==> src/rtl/fminmax_pkg.sv <==
package fminmax_pkg;
  typedef enum logic [1:0] {
    SEL_MIN    = 2'd0,
    SEL_MAX    = 2'd1,
    SEL_MINMAG = 2'd2,
    SEL_MAXMAG = 2'd3
  } sel_op_e;
endpackage

==> src/rtl/fmm_classify.sv <==
module fmm_classify #(
  parameter int EXP_W = 8,
  parameter int MAN_W = 23,
  localparam int W = EXP_W + MAN_W + 1
) (
  input  logic [W-1:0] bits,
  output logic         is_nan,
  output logic         is_zero,
  output logic         sgn,
  output logic [W-2:0] mag
);
  logic [EXP_W-1:0] expo;
  logic [MAN_W-1:0] frac;
  assign expo    = bits[W-2 -: EXP_W];
  assign frac    = bits[MAN_W-1:0];
  assign sgn     = bits[W-1];
  assign mag     = bits[W-2:0];
  assign is_nan  = (&expo) && (|frac);
  assign is_zero = (mag == '0);
endmodule

==> src/rtl/fmm_order.sv <==
module fmm_order #(
  parameter int MW = 31
) (
  input  logic          a_sgn,
  input  logic          b_sgn,
  input  logic [MW-1:0] a_mag,
  input  logic [MW-1:0] b_mag,
  input  logic          a_zero,
  input  logic          b_zero,
  output logic          a_lt,
  output logic          a_eq,
  output logic          mag_lt,
  output logic          mag_eq
);
  // magnitude order is plain unsigned order of exponent:fraction
  assign mag_lt = a_mag < b_mag;
  assign mag_eq = a_mag == b_mag;

  always_comb begin
    if (a_zero && b_zero) begin
      a_lt = 1'b0;
      a_eq = 1'b1;
    end else if (a_sgn != b_sgn) begin
      a_lt = a_sgn;
      a_eq = 1'b0;
    end else begin
      a_lt = a_sgn ? (a_mag > b_mag) : mag_lt;
      a_eq = mag_eq;
    end
  end
endmodule

==> src/rtl/fmm_pick.sv <==
module fmm_pick
  import fminmax_pkg::*;
#(
  parameter int W = 32
) (
  input  sel_op_e      op,
  input  logic [W-1:0] fs,
  input  logic [W-1:0] ft,
  input  logic         fs_nan,
  input  logic         ft_nan,
  input  logic         lt,
  input  logic         eq,
  input  logic         mag_lt,
  input  logic         mag_eq,
  output logic [W-1:0] pick
);
  logic [W-1:0] tie_pick;
  assign tie_pick = (!lt && !eq) ? fs : ft;

  always_comb begin
    if (fs_nan) begin
      pick = ft_nan ? fs : ft;
    end else if (ft_nan) begin
      pick = fs;
    end else begin
      unique case (op)
        SEL_MIN:    pick = lt ? fs : ft;
        SEL_MAX:    pick = (lt || eq) ? ft : fs;
        SEL_MINMAG: pick = mag_lt ? fs : (mag_eq ? tie_pick : ft);
        SEL_MAXMAG: pick = mag_lt ? ft : (mag_eq ? tie_pick : fs);
        default:    pick = ft;
      endcase
    end
  end
endmodule

==> src/rtl/fminmax_unit.sv <==
module fminmax_unit
  import fminmax_pkg::*;
#(
  parameter int EXP_W = 8,
  parameter int MAN_W = 23,
  localparam int W = EXP_W + MAN_W + 1
) (
  input  logic         clk,
  input  logic         rst,
  input  logic         in_valid,
  input  logic [1:0]   op,
  input  logic [W-1:0] fs,
  input  logic [W-1:0] ft,
  output logic         out_valid,
  output logic [W-1:0] result
);
  logic [W-1:0] opnd [2];
  logic [1:0]   nan_v, zero_v, sgn_v;
  logic [W-2:0] mag_v [2];

  assign opnd[0] = fs;
  assign opnd[1] = ft;

  for (genvar i = 0; i < 2; i++) begin : g_cls
    fmm_classify #(.EXP_W(EXP_W), .MAN_W(MAN_W)) u_cls (
      .bits   (opnd[i]),
      .is_nan (nan_v[i]),
      .is_zero(zero_v[i]),
      .sgn    (sgn_v[i]),
      .mag    (mag_v[i])
    );
  end

  logic lt, eq, mag_lt, mag_eq;
  fmm_order #(.MW(W-1)) u_ord (
    .a_sgn (sgn_v[0]),  .b_sgn (sgn_v[1]),
    .a_mag (mag_v[0]),  .b_mag (mag_v[1]),
    .a_zero(zero_v[0]), .b_zero(zero_v[1]),
    .a_lt  (lt),        .a_eq  (eq),
    .mag_lt(mag_lt),    .mag_eq(mag_eq)
  );

  logic [W-1:0] pick;
  fmm_pick #(.W(W)) u_pick (
    .op    (sel_op_e'(op)),
    .fs    (fs),       .ft    (ft),
    .fs_nan(nan_v[0]), .ft_nan(nan_v[1]),
    .lt    (lt),       .eq    (eq),
    .mag_lt(mag_lt),   .mag_eq(mag_eq),
    .pick  (pick)
  );

  always_ff @(posedge clk) begin
    if (rst) begin
      out_valid <= 1'b0;
      result    <= '0;
    end else begin
      out_valid <= in_valid;
      if (in_valid) result <= pick;
    end
  end

  // valid follows the strobe by one cycle
  assert_valid_follows_R2: assert property (@(posedge clk) disable iff (rst)
    in_valid |=> out_valid);
  assert_valid_drops_R2: assert property (@(posedge clk) disable iff (rst)
    !in_valid |=> !out_valid);
  assert_result_holds_R2: assert property (@(posedge clk) disable iff (rst)
    !in_valid |=> $stable(result));
  // two NaNs give the first operand
  assert_nan_pair_R3: assert property (@(posedge clk) disable iff (rst)
    (in_valid && nan_v[0] && nan_v[1]) |=> (result == $past(fs)));
  // a single NaN yields the numeric operand
  assert_nan_fs_R4: assert property (@(posedge clk) disable iff (rst)
    (in_valid && nan_v[0] && !nan_v[1]) |=> (result == $past(ft)));
  assert_nan_ft_R4: assert property (@(posedge clk) disable iff (rst)
    (in_valid && !nan_v[0] && nan_v[1]) |=> (result == $past(fs)));
  // minimum never returns the strictly larger operand
  assert_min_order_R5: assert property (@(posedge clk) disable iff (rst)
    (in_valid && op == 2'd0 && nan_v == 2'b00 && lt) |=> (result == $past(fs)));
  // equal zeros of either sign give ft
  assert_zero_pair_R10: assert property (@(posedge clk) disable iff (rst)
    (in_valid && zero_v == 2'b11) |=> (result == $past(ft)));
endmodule

==> config.mk <==
export PLATFORM = sky130hd
export DESIGN_NAME = fminmax_unit
export DESIGN_NICKNAME = d
export VERILOG_FILES = /design/src/rtl/fminmax_pkg.sv /design/src/rtl/fmm_classify.sv /design/src/rtl/fmm_order.sv /design/src/rtl/fmm_pick.sv /design/src/rtl/fminmax_unit.sv
export SDC_FILE = /design/constraint.sdc
export NUM_CORES = 1
export LEC_CHECK = 0
export ABC_AREA = 0
export BUFFER_PORTS_ARGS = -buffer_cell sky130_fd_sc_hd__buf_2
export CAP_MARGIN = 20
export CORE_MARGIN = 4
export CORE_UTILIZATION = 30
export CTS_BUF_LIST = sky130_fd_sc_hd__clkbuf_8
export DETAILED_ROUTE_END_ITERATION = 6
export PLACE_DENSITY = 0.51
export SLEW_MARGIN = 20
export SYNTH_ARGS = -nofsm -noshare
export SYNTH_HDL_FRONTEND = slang
export SYNTH_SLANG_ARGS = --single-unit
==> constraint.sdc <==
create_clock -name clk -period 4.71 [get_ports clk]
set_input_delay 0.942 -clock clk [delete_from_list [all_inputs] [get_ports clk]]
set_output_delay 0.942 -clock clk [all_outputs]
set_load 0.02 [all_outputs]
# Yosys cells after proc, flatten, opt, wreduce, memory -nomap -nowiden
# Cells that the tools add are included.
[word_totals] regBits=33 in_bits=69 out_inout_bits=33 elab_cells=39
[op_classes] magnitude_cmp=2 eq_ne=5 n_mux=16 n_reduce_logical=14
[ops] operator="32-bit two-way mux" n=10
[ops] operator="32-bit case mux with 4 select lines" n=1
[ops] operator="31-bit logical NOT" n=2
[ops] operator="23-bit OR reduction" n=2
[ops] operator="31-bit equality test" n=1
[ops] operator="31-bit greater-than comparator" n=1
[ops] operator="31-bit less-than comparator" n=1
[ops] operator="8-bit AND reduction" n=2
[ops] operator="1-bit two-way mux" n=5
[ops] operator="2-bit equality test (second input constant)" n=2
[ops] operator="1-bit logical AND" n=4
[ops] operator="2-bit by 1-bit equality test with 1-bit output (second input constant)" n=1
[ops] operator="1-bit logical NOT" n=2
[ops] operator="2-bit logical NOT" n=1
[ops] operator="1-bit logical OR" n=1
[ops] operator="1-bit inequality test" n=1

# Logic depth before layout (Yosys ltp)
[depth] word_depth=12 depth_mapped=13

# By module
# A second synthesis with hierarchy kept.
[hier_totals] cells_unflattened=500 area_unflattened_um2=3928.8
[by_module_without_submodules] mod="fminmax_unit" instances=1 cells_per_inst=106 area_each_um2=1202.4
[by_module_without_submodules] mod="fmm_pick" instances=1 cells_per_inst=177 area_each_um2=1196.1
[by_module_without_submodules] mod="fmm_order" instances=1 cells_per_inst=121 area_each_um2=844.6
[by_module_without_submodules] mod="fmm_classify" instances=2 cells_per_inst=48 area_each_um2=342.8

# Worst setup path after synthesis
# No wires, ideal clock.
[synth_path] path_kind="input port to flip-flop" start="input ft[29]" end="register result[10]" t_arrival_ns=3.477 required_time_ns=4.563 setup_slack_ns=1.086 cell_stages=13 path_buffers=2 path_cell_list="inv_1 -> ha_1 -> a21o_1 -> a21o_1 -> a221o_1 -> or2_1 -> clkbuf_1 -> o31ai_2 -> nor2_1 -> or4_4 -> buf_6 -> nand2_2 -> a221oi_2"
[synth_between] elab_chain_len=12 word_cells_on_any_way=27 cone_classes="2 x order compare; 1 x eq/ne; 16 x mux; 8 x reduce/logical"
[synth_lines] item="start: declaration" line_no="fminmax_unit.sv:13" text="input logic [W-1:0] ft,"
[synth_lines] item="31-bit less-than comparator / 31-bit greater-than comparator (equally long branches)" line_no="fmm_order.sv:16, fmm_order.sv:27"
[synth_lines] item="1-bit two-way mux" line_no="fmm_order.sv:27" text="a_lt = a_sgn ? (a_mag > b_mag) : mag_lt;"
[synth_lines] item="1-bit two-way mux" line_no="fmm_order.sv:23" text="end else if (a_sgn != b_sgn) begin"
[synth_lines] item="1-bit two-way mux" line_no="fmm_order.sv:20" text="if (a_zero && b_zero) begin"
[synth_lines] item="1-bit logical NOT" line_no="fmm_pick.sv:18" text="assign tie_pick = (!lt && !eq) ? fs : ft;"
[synth_lines] item="1-bit logical AND" line_no="fmm_pick.sv:18"
[synth_lines] item="32-bit two-way mux" line_no="fmm_pick.sv:18"
[synth_lines] item="32-bit two-way mux (on tied branches) (2 in a row)" line_no="fmm_pick.sv:30, fmm_pick.sv:29"
[synth_lines] item="32-bit case mux with 4 select lines" line_no="fmm_pick.sv:26" text="unique case (op)"
[synth_lines] item="32-bit two-way mux" line_no="fmm_pick.sv:23" text="end else if (ft_nan) begin"
[synth_lines] item="32-bit two-way mux *" line_no="fmm_pick.sv:21" text="if (fs_nan) begin"
[synth_lines] item="end signal: assignment" line_no="fminmax_unit.sv:59" text="if (in_valid) result <= pick;"
[synth_lines] item="end: declaration" line_no="fminmax_unit.sv:15" text="output logic [W-1:0] result"
# Mark *: on every way between the ends. The rest lies on a longest branch, timed or not.
# A chain may end at the register's enable or synchronous reset.

# Worst setup path after layout
[layout_path] start="input ft[12]" end="register result[1]"
# Same word-level chain as after synthesis.

==> reports/metrics.cfg <==
[die]
die_w_um = 119
dieHeight_um = 119
floorplan.rows = 40
ios = 102
start_util = 0.308
dieArea_um2 = 14200
core_area_um2 = 12100

[clock_tree]
ctsHtreeMaxLevel = 2
cts.sinks = 33
cts.clk_slew.worst_paths_ps = 80
clock_latency_ps = 310
postCtsSetupBuffers = 0
clk_path_buf_depth = 2
cts_resized = 0
cts_buffers = 5
cts_tree = yes
cts_hold_buf = 0
root_buffer = clkbuf_8

[yosys]
synth-seq-cells = 33
netlist_instances = 486
ys_warn_count = 0
synth_edf_count = 0
syn_area_um2 = 3720
synth_nets = 586
synth_cell_types = 58
yosysTopAreaCell = dfxtp_1
synth-async-reset-ratio = 0
synth_seq_area_share = 0.178
ys.flop_type = dfxtp_1
synthTopCellsByArea = dfxtp_1, ha_1, a221oi_2
synth_top_area_share = 0.178
avgSynthCellArea_um2 = 7.65

[drt]
drt_wl_total_um = 14100
num_vias = 4257
drt_iter0_drc = 252
wl_met1_um = 6600
met2_length_um = 6440
avgViaCountPerCell = 5.78
drc = 0
top_layer_used = met4
drtAntennaViolNets = 0
drt_pass1_iterations = 4
route.met3.wl_um = 737
routedWlPerCell_um = 19.1

[layout]
drive_gt1_frac = 0.290
final_common_cell = buf_2
nNetsFinal = 668
layout_common_cells = buf_2, o22ai_1, inv_1, dfxtp_1, nor2_1
area_growth_pct = 19.1
antenna_cells = 0

[timing]
fin_ws_ps = 727
timing.fmax_mhz = 251
rsz0062_at_grt = false
period_minus_slack_ps = 3980
max_slew_margin = 0.450
clock_skew_ps = 0
period_share = 0.846
hold_viol = 0
tightest_slew_ps = 825
setup_viol = 0
slew_viol_final = 0
fin_setup_tns_ps = 0

[critical_path]
worstReg2RegEnd = result[27]
critPathArrivalTime_ps = 4140
path_class = input port to flip-flop
r2r_cells = 4
crit_required_ps = 4870
critPathMaxFanout = 22
cp-start-kind = input port
endpoint_kind = flip-flop
r2r_start = result[27]
reg2reg_slack_ps = 3840

[power_and_ir_drop]
sw_frac_of_total = 0.406
pwr-share-comb = 0.415
seqPwrFrac = 0.335
cellPowerDensity_nw_per_um2 = 217
power.internal_uw = 570
power.leakage_nw = 2.00
pwr-share-clk = 0.250
ir_worst_vdd_mv = 0.0964
p_switching_uw = 390

[global_routing]
grt_start_max_net_pins = 38
grt_pass1_vias = 4198
grt_first_pass_wirelength_um = 22900
grt_usage = 0.198
overflow = 0
antenna_found_initial = 0

[run]
maxCapViolCount = 0

[hold_path]
hp-class = flip-flop to flip-flop
min_from = result[28]
worst_hold_path.endpoint = result[28]
hold_path_depth = 2

[placed_design]
io_buffer_count = 101
hpwl_um = 10200
place_congestion = 0.878
place_ws_ps = 429

[run_status]
status = complete, no violations

-- power groups by stage --
stage          Clock [mW]  Sequential [mW]  Combinational [mW]
3_3_place_gp            0            0.328               0.392
3_5_place_dp            0            0.327               0.398
4_1_cts             0.243            0.322               0.399
6_report            0.240            0.322               0.398
2_1_floorplan           0            0.360               0.220
5_1_grt             0.253            0.325               0.440
-- critical path: stages --
cell and delay, ps:
buf_2 140, inv_1 60, ha_1 320, nand4_1 140, nor4_1 410, and3_1 420, a221o_2 230, nor3_1 50
a311o_1 400, or4_4 760, nand2_1 160, a221oi_1 90
-- state kept, by name, summed over array words and instances, names as in the netlist --
| name | cells |
|---|---|
| out_valid | 1 |
| result | 32 |
-- cells in the mapped netlist (all sizes together) (2+ instances only) --
master  number
nand2       49
o22ai       44
inv         34
dfxtp       33
nor2        32
ha          31
a221oi      28
clkbuf      27
and2        23
o21bai      23
a21oi       18
nor4        18
nand4       17
nand3       13
o21ai       13
o31ai        9
buf          7
a21boi       6
nand4b       6
o211ai       5
a211oi       4
a21o         4
nor3         4
a22oi        3
and3         3
mux2i        3
o221ai       3
a221o        2
a311oi       2
nand2b       2
nand3b       2
or2          2
or4          2
-- routing by layer --
| layer | track usage | up-vias |
|---|---|---|
| met4 | 0.0573 | 0 |
| met5 | 0 | - |
| met1 | 0.276 | 2050 |
| met3 | 0.0337 | 21 |
| li1 | - | 2045 |
| met2 | 0.313 | 141 |
-- logic make-up after synthesis --
kind of cell | Yosys count | synth area share
AO/OA/AOI/OAI | 174 | 0.372
adder cells (fa/ha/maj) | 31 | 0.104
buffers and inverters | 69 | 0.0771
flip-flops | 33 | 0.178
multiplexers | 3 | 0.00808
AND/OR/NAND/NOR | 176 | 0.261
-- per-stage QoR --
step	instances	util	hold slack (ps)	instance area (µm²)	power [mW]
after floorplan	486	-	558	3720	0.580
after global placement	729	0.360	479	4340	0.719
after detailed placement	729	0.360	476	4340	0.725
after CTS	736	0.367	488	4430	0.964
after global routing	736	0.367	514	4430	1.02
final	736	0.367	482	4430	0.960
-- final cells by class --
type / instances / area [µm²]
clock buffer: 6 / 82.6
inverter: 35 / 131
tap: 168 / 210
multi-input combinational: 384 / 2780
fill: 1331 / 7630
timing repair buffer: 109 / 566
clock inverter: 1 / 3.75
sequential: 33 / 661
-- how the worst max path moves through the flow --
stage | startpoint | end | slack (ps) | cells after the start
final | ft[12] | result[1] | 730 | 12
after global routing | ft[30] | result[1] | 480 | 12
after CTS | ft[29] | result[1] | 750 | 12
after detailed placement | ft[29] | result[1] | 430 | 12
after global placement | ft[29] | result[0] | 450 | 12
after floorplan | ft[29] | result[10] | 1090 | 13
(Power assumes the default switching activity.)
